===== src/rtl/sqo_pkg.sv =====
`timescale 1ns/1ps
package sqo_pkg;

  localparam int LINK_W   = 3;
  localparam int NLINKED  = 6;                 // word types with a table link
  localparam int TBL_W    = NLINKED * LINK_W;
  localparam int RATE_W   = 3;
  localparam int PH_W     = 4;                 // holds the slowest bit time - 1
  localparam int PER_W    = PH_W + 1;

  localparam logic [LINK_W-1:0] SEL_I   = 3'd0;
  localparam logic [LINK_W-1:0] SEL_Q   = 3'd1;
  localparam logic [LINK_W-1:0] SEL_MAG = 3'd2;
  localparam logic [LINK_W-1:0] SEL_PHS = 3'd3;
  localparam logic [LINK_W-1:0] SEL_FRQ = 3'd4;
  localparam logic [LINK_W-1:0] SEL_AGC = 3'd5;
  localparam logic [LINK_W-1:0] SEL_TER = 3'd6;
  localparam logic [LINK_W-1:0] SEL_END = 3'd7;

  typedef enum logic [1:0] {ST_IDLE, ST_LEAD, ST_WORD, ST_TRAIL} seq_st_e;

  typedef struct packed {
    logic [LINK_W-1:0] link_i;
    logic [TBL_W-1:0]  link_tbl;
    logic [RATE_W-1:0] rate;
    logic              sync_inv;
    logic              clk_pol;
    logic              sync_early;
    logic [1:0]        tag;
  } cfg_t;

  // Bit time in processing-clock cycles.
  function automatic logic [PER_W-1:0] period_of(input logic [RATE_W-1:0] r);
    logic [PER_W-1:0] full;
    full = PER_W'(1) << PH_W;
    if (r[2]) return PER_W'(1);
    return full >> r[1:0];
  endfunction

  // Code of the word that follows word s.
  function automatic logic [LINK_W-1:0] next_of(input logic [LINK_W-1:0] s,
                                                input logic [LINK_W-1:0] li,
                                                input logic [TBL_W-1:0]  tbl);
    case (s)
      SEL_I:   return li;
      SEL_Q:   return tbl[17:15];
      SEL_MAG: return tbl[14:12];
      SEL_PHS: return tbl[11:9];
      SEL_FRQ: return tbl[8:6];
      SEL_AGC: return tbl[5:3];
      SEL_TER: return tbl[2:0];
      default: return SEL_END;
    endcase
  endfunction

endpackage


===== src/rtl/sqo_bit_timer.sv =====
`timescale 1ns/1ps
module sqo_bit_timer
  import sqo_pkg::*;
(
  input  logic              clk,
  input  logic              rst,
  input  logic              load,
  input  logic              run,
  input  logic [RATE_W-1:0] rate,
  output logic              bit_last,
  output logic              first_half
);

  logic [PER_W-1:0] period;
  logic [PH_W-1:0]  ph;

  assign period     = period_of(rate);
  assign bit_last   = ({1'b0, ph} == period - PER_W'(1));
  assign first_half = (period == PER_W'(1)) || ({1'b0, ph} < (period >> 1));

  always_ff @(posedge clk) begin
    if (rst || load) begin
      ph <= '0;
    end else if (run) begin
      ph <= bit_last ? '0 : ph + 1'b1;
    end
  end

  // the phase counter never leaves the selected bit time
  a_r4_phase_in_period: assert property (@(posedge clk) disable iff (rst)
    ({1'b0, ph} < period));

endmodule


===== src/rtl/sqo_word_store.sv =====
`timescale 1ns/1ps
module sqo_word_store
  import sqo_pkg::*;
#(
  parameter int WORD_W = 16,
  parameter int NWORD  = 7
)(
  input  logic                    clk,
  input  logic                    load,
  input  logic [1:0]              tag,
  input  logic [NWORD*WORD_W-1:0] words_in,
  input  logic [LINK_W-1:0]       rd_sel,
  output logic [WORD_W-1:0]       rd_word
);

  logic [WORD_W-1:0] mem [0:NWORD-1];

  generate
    for (genvar g = 0; g < NWORD; g++) begin : g_entry
      logic [WORD_W-1:0] wv;
      if (g == 0) begin : g_tagged
        // entry 0 is the I word: its LSB may be overridden
        always_comb begin
          wv = words_in[WORD_W-1:0];
          if (tag[1])      wv[0] = 1'b1;
          else if (tag[0]) wv[0] = 1'b0;
        end
      end else begin : g_plain
        assign wv = words_in[g*WORD_W +: WORD_W];
      end
      always_ff @(posedge clk) begin
        if (load) mem[g] <= wv;
      end
    end
  endgenerate

  assign rd_word = (rd_sel < LINK_W'(NWORD)) ? mem[rd_sel] : '0;

endmodule


===== src/rtl/sqo_chain_ctrl.sv =====
`timescale 1ns/1ps
module sqo_chain_ctrl
  import sqo_pkg::*;
#(
  parameter int WORD_W    = 16,
  parameter int MAX_WORDS = 7
)(
  input  logic                clk,
  input  logic                rst,
  input  logic                start,
  input  logic [LINK_W-1:0]   link_i,
  input  logic [TBL_W-1:0]    link_tbl,
  input  logic                sync_early,
  input  logic                bit_last,
  output logic                accept,
  output seq_st_e             st,
  output logic [LINK_W-1:0]   sel,
  output logic [$clog2(WORD_W)-1:0] bit_idx,
  output logic                sync_act
);

  localparam int BIT_W = $clog2(WORD_W);
  localparam int CNT_W = $clog2(MAX_WORDS + 1);
  localparam logic [BIT_W-1:0] LAST_BIT = BIT_W'(WORD_W - 1);
  localparam logic [CNT_W-1:0] CNT_CAP  = CNT_W'(MAX_WORDS);

  logic [CNT_W-1:0]  wcnt;
  logic              last_w;
  logic [LINK_W-1:0] nxt;
  logic [LINK_W-1:0] nxt_of_nxt;
  logic [LINK_W-1:0] nxt_of_i;

  assign accept     = start && (st == ST_IDLE);
  assign nxt        = next_of(sel, link_i, link_tbl);
  assign nxt_of_nxt = next_of(nxt, link_i, link_tbl);
  assign nxt_of_i   = next_of(SEL_I, link_i, link_tbl);

  always_ff @(posedge clk) begin
    if (rst) begin
      st      <= ST_IDLE;
      sel     <= SEL_I;
      bit_idx <= '0;
      wcnt    <= '0;
      last_w  <= 1'b0;
    end else begin
      case (st)
        ST_IDLE: begin
          if (start) begin
            st      <= sync_early ? ST_LEAD : ST_WORD;
            sel     <= SEL_I;
            bit_idx <= '0;
            wcnt    <= CNT_W'(1);
            last_w  <= (nxt_of_i == SEL_END) || (CNT_CAP == CNT_W'(1));
          end
        end
        ST_LEAD: begin
          if (bit_last) st <= ST_WORD;
        end
        ST_WORD: begin
          if (bit_last) begin
            if (bit_idx == LAST_BIT) begin
              bit_idx <= '0;
              if (last_w) begin
                st <= sync_early ? ST_IDLE : ST_TRAIL;
              end else begin
                sel    <= nxt;
                wcnt   <= wcnt + 1'b1;
                last_w <= (nxt_of_nxt == SEL_END) || (wcnt + 1'b1 == CNT_CAP);
              end
            end else begin
              bit_idx <= bit_idx + 1'b1;
            end
          end
        end
        ST_TRAIL: begin
          if (bit_last) st <= ST_IDLE;
        end
        default: st <= ST_IDLE;
      endcase
    end
  end

  always_comb begin
    if (sync_early)
      sync_act = (st == ST_LEAD) || (st == ST_WORD && bit_idx == LAST_BIT && !last_w);
    else
      sync_act = (st == ST_TRAIL) || (st == ST_WORD && bit_idx == '0 && wcnt > CNT_W'(1));
  end

  // a running chain never counts past the word cap
  a_r3_count_cap: assert property (@(posedge clk) disable iff (rst)
    (st != ST_IDLE) |-> (wcnt != '0 && wcnt <= CNT_CAP));

  // the end of the final word in early mode returns the port to idle
  a_r3_stop_after_last: assert property (@(posedge clk) disable iff (rst)
    (st == ST_WORD && bit_last && bit_idx == LAST_BIT && last_w && sync_early)
      |=> (st == ST_IDLE));

  // an accepted start opens the chain with the I word
  a_r1_first_is_i: assert property (@(posedge clk) disable iff (rst)
    accept |=> (sel == SEL_I && wcnt == CNT_W'(1) && st != ST_IDLE));

  // a start strobe in the middle of a word leaves the chain untouched
  a_r11_start_ignored: assert property (@(posedge clk) disable iff (rst)
    (st == ST_WORD && start && !bit_last) |=> ($stable(sel) && $stable(wcnt)));

endmodule


===== src/rtl/sqo_linked_serial.sv =====
`timescale 1ns/1ps
module sqo_linked_serial
  import sqo_pkg::*;
#(
  parameter int WORD_W    = 16,
  parameter int MAX_WORDS = 7
)(
  input  logic              clk,
  input  logic              rst,
  input  logic              start,
  input  logic [WORD_W-1:0] i_word,
  input  logic [WORD_W-1:0] q_word,
  input  logic [WORD_W-1:0] mag_word,
  input  logic [WORD_W-1:0] phs_word,
  input  logic [WORD_W-1:0] frq_word,
  input  logic [WORD_W-1:0] agc_word,
  input  logic [WORD_W-1:0] ter_word,
  input  logic [2:0]        link_after_i,
  input  logic [17:0]       link_tbl,
  input  logic [2:0]        rate_sel,
  input  logic              sync_inv,
  input  logic              clk_pol,
  input  logic              sync_early,
  input  logic [1:0]        tag_mode,
  output logic              ser_clk,
  output logic              ser_data,
  output logic              ser_sync
);

  localparam int NWORD = 7;
  localparam int BIT_W = $clog2(WORD_W);
  localparam logic [BIT_W-1:0] TOP_BIT = BIT_W'(WORD_W - 1);

  cfg_t cfg_in, cfg_q, cfg_use;
  logic accept, bit_last, first_half, sync_act;
  seq_st_e st;
  logic [LINK_W-1:0] sel;
  logic [BIT_W-1:0]  bit_idx;
  logic [WORD_W-1:0] rd_word;
  logic clk_q, data_q, sync_q;

  assign cfg_in = '{link_i: link_after_i, link_tbl: link_tbl, rate: rate_sel,
                    sync_inv: sync_inv, clk_pol: clk_pol,
                    sync_early: sync_early, tag: tag_mode};
  assign cfg_use = accept ? cfg_in : cfg_q;

  always_ff @(posedge clk) begin
    if (rst)         cfg_q <= '0;
    else if (accept) cfg_q <= cfg_in;
  end

  sqo_chain_ctrl #(.WORD_W(WORD_W), .MAX_WORDS(MAX_WORDS)) u_ctrl (
    .clk(clk), .rst(rst), .start(start),
    .link_i(cfg_use.link_i), .link_tbl(cfg_use.link_tbl),
    .sync_early(cfg_use.sync_early), .bit_last(bit_last),
    .accept(accept), .st(st), .sel(sel), .bit_idx(bit_idx), .sync_act(sync_act)
  );

  sqo_bit_timer u_timer (
    .clk(clk), .rst(rst), .load(accept), .run(st != ST_IDLE),
    .rate(cfg_use.rate), .bit_last(bit_last), .first_half(first_half)
  );

  sqo_word_store #(.WORD_W(WORD_W), .NWORD(NWORD)) u_store (
    .clk(clk), .load(accept), .tag(cfg_use.tag),
    .words_in({ter_word, agc_word, frq_word, phs_word, mag_word, q_word, i_word}),
    .rd_sel(sel), .rd_word(rd_word)
  );

  always_ff @(posedge clk) begin
    if (rst) begin
      clk_q  <= 1'b0;
      data_q <= 1'b0;
      sync_q <= 1'b0;
    end else if (st == ST_IDLE) begin
      clk_q  <= cfg_q.clk_pol;
      data_q <= 1'b0;
      sync_q <= cfg_q.sync_inv;
    end else begin
      clk_q  <= first_half ? ~cfg_q.clk_pol : cfg_q.clk_pol;
      data_q <= (st == ST_WORD) ? rd_word[TOP_BIT - bit_idx] : 1'b0;
      sync_q <= sync_act ^ cfg_q.sync_inv;
    end
  end

  assign ser_clk  = clk_q;
  assign ser_data = data_q;
  assign ser_sync = sync_q;

  // the captured configuration stays put while a chain runs
  a_r11_cfg_hold: assert property (@(posedge clk) disable iff (rst)
    (st != ST_IDLE && $past(st != ST_IDLE)) |-> $stable(cfg_q));

  // an idle port rests the bit clock at the selected polarity level
  a_r5_idle_clk_level: assert property (@(posedge clk) disable iff (rst)
    (st == ST_IDLE && $past(st == ST_IDLE)) |-> (ser_clk == cfg_q.clk_pol));

  // an idle port holds sync at its inactive level and data low
  a_r6_idle_sync_level: assert property (@(posedge clk) disable iff (rst)
    (st == ST_IDLE && $past(st == ST_IDLE)) |-> (ser_sync == cfg_q.sync_inv && !ser_data));

endmodule


===== config.mk =====
export PLATFORM = sky130hd
export DESIGN_NAME = sqo_linked_serial
export DESIGN_NICKNAME = d
export VERILOG_FILES = /design/src/rtl/sqo_pkg.sv /design/src/rtl/sqo_bit_timer.sv /design/src/rtl/sqo_word_store.sv /design/src/rtl/sqo_chain_ctrl.sv /design/src/rtl/sqo_linked_serial.sv
export SDC_FILE = /design/constraint.sdc
export NUM_CORES = 1
export LEC_CHECK = 0
export BUFFER_PORTS_ARGS = -buffer_cell sky130_fd_sc_hd__buf_2
export CORE_MARGIN = 4
export CORE_UTILIZATION = 30
export DETAILED_ROUTE_END_ITERATION = 6
export PLACE_DENSITY = 0.52
export SLEW_MARGIN = 10
export SYNTH_ARGS = -nofsm -noshare
export SYNTH_HDL_FRONTEND = slang
export SYNTH_SLANG_ARGS = --single-unit

===== constraint.sdc =====
create_clock -name clk -period 8.4 [get_ports clk]
set_input_delay 2.52 -clock clk [delete_from_list [all_inputs] [get_ports clk]]
set_output_delay 2.52 -clock clk [all_outputs]
set_load 0.03 [all_outputs]

**Yosys cells after proc, flatten, opt, wreduce, memory -nomap -nowiden**

Memory sizes are Yosys's and may differ from the RTL's. A register that Yosys moved wholly into a read port is not among the register bits.
Cells that the tools add are included.

- Shifts and indexed selects: 1
- Reduce and logical (&&, ||, !) cells: 22
- Eq/ne operators: 28
- Magnitude comparators: 4
- Bitwise gates (word level): 3
- $add $sub $neg: 5
- Multiplexer cells: 48

Operators by type and width:

| kind | number |
|---|---|
| 3-bit case mux with 7 select lines | 2 |
| 3-bit two-way mux | 10 |
| 29-bit two-way mux | 1 |
| 3-bit equality test (second input constant) | 9 |
| 16-bit two-way mux | 1 |
| 2-bit two-way mux | 8 |
| 4-bit two-way mux | 4 |
| 1-bit two-way mux | 14 |
| 3-bit by 2-bit equality test with 1-bit output (second input constant) | 4 |
| 3-bit case mux with 2 select lines | 2 |
| 5-bit two-way mux | 2 |
| 2-bit by 1-bit inequality test with 1-bit output (second input constant) | 5 |
| 4-bit by 1-bit adder with 4-bit output (second input constant) | 2 |
| 2-bit case mux with 4 select lines | 1 |
| 4-bit case mux with 2 select lines | 1 |
| 3-bit by 1-bit equality test with 1-bit output (second input constant) | 2 |
| 3-bit logical NOT | 2 |
| 6-bit AND reduction | 1 |
| 4-bit by 5-bit equality test with 1-bit output | 1 |
| 5-bit by 1-bit equality test with 1-bit output (second input constant) | 1 |
| 1-bit logical AND | 5 |
| 1-bit logical OR | 5 |
| 4-bit by 5-bit less-than comparator with 1-bit output (second input constant) | 1 |
| 5-bit AND reduction | 1 |
| 22 further kinds | 26 |

- Memory bits (writable): 112
- Memories: 1
- Logic and storage cells: 128
- Register bits after elaboration: 49

Memories:

| name | words | bits a word | rd ports | clocked after memory_dff | wr ports | RTL line | source |
|---|---|---|---|---|---|---|---|
| u_store.mem | 7 | 16 | 1 | 1 | 7 | sqo_word_store.sv:16 | `logic [WORD_W-1:0] mem [0:NWORD-1];` |

**Logic depth before layout (Yosys ltp)**

- Word-level depth: 12
- Gate-level depth with buffers: 13
- Depth with buffers taken out: 12

**Hierarchy**

A second synthesis with hierarchy kept.

- Cells, all modules: 548
- Area, all modules: 7225.7 µm²

Modules (own cells, without submodules):

| module | area an instance (µm²) | cells an instance | instances | sequential area each (µm²) |
|---|---|---|---|---|
| sqo_word_store | 4383.0 | 243 | 1 | 3363.2 |
| sqo_linked_serial | 1362.6 | 120 | 1 | 640.6 |
| sqo_chain_ctrl | 1123.6 | 145 | 1 | 260.2 |
| sqo_bit_timer | 356.6 | 40 | 1 | 80.1 |

**Worst setup path after synthesis**

Ideal clock, no wire load.

- Kind: input to register
- Start point: in start
- End point: mem u_store.mem[0][0], enable pin
- Data required time: 7880 ps
- Buffers on the path: 4
- Setup time: 520 ps
- Data arrival time: 6979 ps
- Path slack: 901 ps
- Cell stages on the path: 6
- Cells stage by stage: or3b_1 -> buf_6 -> inv_2 -> buf_1 -> clkbuf_1 -> buf_1

RTL lines:

| element | RTL line | source |
|---|---|---|
| start, declared | sqo_linked_serial.sv:10 | `input logic start,` |
| end, declared | sqo_word_store.sv:16 |  |

**Worst setup path after layout**

- Start point: in start
- End point: reg u_ctrl.last_w

- Longest elaborated chain between the ends: 11

Ends and longest elaborated chain:

| element | RTL line | source |
|---|---|---|
| 1-bit logical AND | sqo_chain_ctrl.sv:33 | `assign accept = start && (st == ST_IDLE);` |
| 29-bit two-way mux | - |  |
| 3-bit case mux with 7 select lines | sqo_pkg.sv:44 | `case (s)` |
| 3-bit equality test, or another cell as far along | sqo_pkg.sv:44 |  |
| 3-bit case mux with 7 select lines | sqo_pkg.sv:44 |  |
| 3-bit equality test | sqo_chain_ctrl.sv:68 | `last_w <= (nxt_of_nxt == SEL_END) \|\| (wcnt + 1'b1 == CNT_CAP);` |
| 1-bit logical OR | sqo_chain_ctrl.sv:68 |  |
| 1-bit two-way mux | sqo_chain_ctrl.sv:63 | `if (last_w) begin` |
| 1-bit two-way mux | sqo_chain_ctrl.sv:61 | `if (bit_idx == LAST_BIT) begin` |
| 1-bit two-way mux | sqo_chain_ctrl.sv:60 | `if (bit_last) begin` |
| 1-bit case mux with 2 select lines | sqo_chain_ctrl.sv:46 | `case (st)` |
| end signal, assigned | sqo_chain_ctrl.sv:53 | `last_w <= (nxt_of_i == SEL_END) \|\| (CNT_CAP == CNT_W'(1));` |
| end signal, assigned | sqo_chain_ctrl.sv:68 |  |
| end, declared | sqo_chain_ctrl.sv:28 | `logic last_w;` |

Parallel ways exist; a longest one is shown, timed or not. The select of a mux whose other input is x is not followed.
A chain may end at the register's enable or synchronous reset.

==> out/results.txt <==
The proportion of synthesized area in mux cells works out to 16.0%. The cell area after placement came out at 0.00826 sq mm. The tools report the startpoint of the most critical setup path as start. Summing all non-filler instances in the final layout gives an area of 0.00887 sq mm. At the end of the flow, the number of nets in the layout was 832. For this design the ratio of total power to cell area is 224 mW/mm^2. Summed over all layers, the routed wires come to 17200 um. The horizontal die dimension works out to 163 um.

The clock sink count came out at 164. Pin placement for this block handled 147 I/O pins. The count of cells resized by post-cts repair was 0; the final number of hold-violating endpoints was 0. The via count of the first global-routing pass was 5141; the effective utilization at floorplan was 30.7%. The final critical delay including setup and external delays was 5.98 ns; the number of hold buffers added after CTS was 0. Of the total synthesized cell area, the portion taken by full adders, half adders and majority gates is 1.55%.

The startpoint of the worst-slack reg-to-reg timing path is u_ctrl.st[1]. Data arrives at the worst endpoint at 6.26 ns. The analysis attributes to cell leakage a power of 0.00322 uW. The logs give 13.0% for the global router's overall resource usage and 698 for the total nets after synthesis. Of all flip-flops after synthesis, the portion carrying an async set or reset was 0%.

The tools report the endpoint with the worst hold slack as cfg_q[3]. The cell area after synthesis is 0.00725 sq mm. Cells fill 37.6% of the core in the end. The number of instances in the synthesized netlist is 545, and the per-instance average area after synthesis is 13.3 sq um. The placeable core region was 0.0236 sq mm. Clock-pin slew was measured on the worst setup and hold paths at 0.07 ns. Sequential area share after synthesis: 60.8%. The largest net degree at the start of global routing is 84, and the number of max-cap violations is 0. The run gives 0.826 as the placer congestion estimate. Across all register-to-register paths, the minimum setup slack is 4.18 ns.

The run gives 4897 as the overall via count from detail_route. The number of H-tree levels came out at 4. The critical path is of the primary input to flip-flop type. The floorplan step defined a die boundary enclosing 0.0267 sq mm.

The die is 163 um tall. In the final timing run, aggregate negative setup slack is 0 ns. For the worst flop-to-flop path, the logic depth is 10. The synthesized netlist devotes 8.78% of its cell area to compound gates. The dominant combinational cell family by area after synthesis was multiplexers. The count of cells in the finished layout, fillers not included, comes to 1011. The fraction of the cycle the final worst path needs came out at 71.2%. The tightest min-delay check is of the flip-flop to flip-flop type. The number of placed instances, taps included, is 979. The later pin in the worst-skew pair is clocked with a latency of 0.43 ns. Master cell of the clock root buffer: clkbuf_16. For this run the aggregate overflow at the end of global routing stands at 0. For this run, the top clock speed supported by timing is 167 MHz. For the HPWL after detailed placement, the log shows 11900 um. Number of antenna violations at the first check in global routing: 3.

The simple-gate area share of the yosys netlist works out to 9.34%. The number of buffers added by the clock tree synthesis step was 17. Number of enable-type register cells in the synthesized netlist: 112.

The number of buffers inserted by post-CTS setup repair is 0, and the peak ir drop on the vdd network is 0.120 mV. Cells with a size suffix above 1 make up 32.8% of the layout. The first global-routing pass estimated 27000 um of wire. The most used flip-flop cell after synthesis is edfxtp_1.

Counting flops and latches in the post-synthesis netlist gives 164. The synthesized-area fraction occupied by xor and xnor cells was 0.725%; the number of setup violations in the final report was 0. Setup repair after global routing left no endpoint under its margin. The floorplan has 56 rows.

For this run, the detailed router's first-pass iteration total came to 6. Maximum clock insertion buffer count: 2. The startpoint class of the critical path is a primary input. From synthesis to final layout, the design area changed by 22.3%. After the first detailed-routing iteration, the DRC count stood at 289.

The repair_antennas step left the layout with diodes totalling 0. Yosys mapped the design onto 56 distinct sky130hd cell types. The run gives 8.68 ns as the data required time of the worst path.

The endpoint identified for the worst register-to-register timing path is u_ctrl.last_w. Count of port buffers added during placement: 146. The kind of end point of the critical path was a flip-flop. In this run the worst path has a maximum fanout of 83. At the pin with the least slew margin, the transition time is 1.17 ns. The tools report the count of antenna-violating nets left after detailed routing as 0. For this run, the number of Yosys warnings is 0. The routed length per placed instance works out to 17.0 um.

The run finished with clean final reports. The worst pin sits at a relative slew slack of 21.7%. After detailed routing, the number of vias per cell comes to 4.84. TritonCTS built the clock tree.

The final count of pins violating max slew was 0; the worst hold path stage count was 2. The completed layout was analyzed and its total power is 1990 uW. The setup clock skew after layout was 0.00921 ns. After detailed routing, the number of remaining DRC violations is 0. The source of the worst hold timing path is cfg_q[3].
[flip-flops by register name, indices dropped and copies added, names as in the netlist, named ones only]
| signal | flops |
|---|---|
| u_store.mem | 112 |
| cfg_q | 29 |
| u_ctrl.bit_idx | 4 |
| u_timer.ph | 4 |
| u_ctrl.sel | 3 |
| u_ctrl.wcnt | 3 |
| u_ctrl.st | 2 |
| ser_clk | 1 |
| ser_data | 1 |
| ser_sync | 1 |
| u_ctrl.last_w | 1 |
[area by class of cell]
cell class | count | area (sq um)
clock inverters | 15 | 180
repair buffers | 149 | 753
inverters | 16 | 65.1
well taps | 319 | 399
fillers | 2312 | 14700
clock buffers | 17 | 425
flip-flops and latches | 164 | 4410
multi-input cells | 331 | 2640
[worst max-delay path, cell delays in order]
cell and delay (ns):
buf_2 0.16, or3b_2 0.52, inv_6 0.54, mux2i_1 0.25
o221a_2 0.36, o221ai_1 0.90, mux2i_1 0.30, a211oi_1 0.12
a211o_1 0.31, a31oi_1 0.20, nor4_2 0.05
[cell families (layout without fill, tap and decap cells)]
family / count (synthesis) / in the layout
XOR/XNOR: 6 / 6
AO/OA/AOI/OAI: 101 / 101
buffers and inverters: 50 / 197
adder cells (fa/ha/maj): 9 / 9
multiplexers: 71 / 71
flip-flops: 164 / 164
AND/OR/NAND/NOR: 144 / 144
[worst max path at each step]
stage | end | slack (ns) | cells past startpoint
final | u_ctrl.last_w | 2.42 | 11
after global routing | u_ctrl.wcnt[0] | 2.05 | 11
after CTS | u_ctrl.wcnt[0] | 2.47 | 11
after detailed placement | u_ctrl.wcnt[0] | 1.99 | 11
after global placement | u_ctrl.last_w | 2.21 | 11
after floorplan | u_store.mem[0][0] | 0.90 | 6
[per-stage QoR]
stage / setup WS, ns / hold slack (ns)
detailed placement: 1.99 / 0.467
global route: 2.05 / 0.507
floorplan: 0.901 / 0.437
finish: 2.42 / 0.473
CTS: 2.47 / 0.478
global placement: 2.21 / 0.458
[power breakdown]
group | total [uW] | switching, uW | internal (uW)
clock network | 779 | 375 | 404
registers | 969 | 27.2 | 942
logic | 238 | 137 | 101
[cell usage in the layout, fill, tap and decap left out, drive strengths merged, types with 6 or more instances in the layout]
cell / Yosys / layout
buf: 14 / 149
nand2: 58 / 58
o21ai: 26 / 26
nor3b: 6 / 6
mux4: 35 / 35
ha: 9 / 9
clkinv: 0 / 7
edfxtp: 112 / 112
a21oi: 32 / 32
nand3: 11 / 11
a211oi: 6 / 6
mux2i: 34 / 34
nor3: 10 / 10
a22oi: 7 / 7
dfxtp: 52 / 52
inv: 16 / 24
clkbuf: 20 / 17
nor2: 34 / 34
[per-layer routing]
| metal | global-route usage, % | vias up | part of all wire (%) | routed length [um] |
|---|---|---|---|---|
| met5 | 0 | - | 0.17 | 29 |
| met4 | 3.66 | 6 | 1.4 | 246 |
| met3 | 4.39 | 23 | 7.2 | 1230 |
| met2 | 21.2 | 179 | 48 | 8170 |
| met1 | 16.6 | 2335 | 44 | 7470 |
| li1 | - | 2354 | - | - |
[synth_stat cells (5+ instances only)]
cell      count  area, sq um
xor2_1        5         43.8
nand3_1      11         55.1
a22oi_1       7         52.6
dfxtp_1      52         1040
a21oi_1      32          160
a31oi_1       5         31.3
nand2_1      58          218
o21ai_0      26          130
a211oi_1      6         45.0
mux2i_1      34          340
nor3b_1       6         45.0
nor3_1       10         50.1
mux4_2       33          743
nor2_1       34          128
clkbuf_1     20         75.1
inv_1        15         56.3
buf_1         8         30.0
edfxtp_1    112         3360
ha_1          9          113
Power figures use the tool's default switching activity.
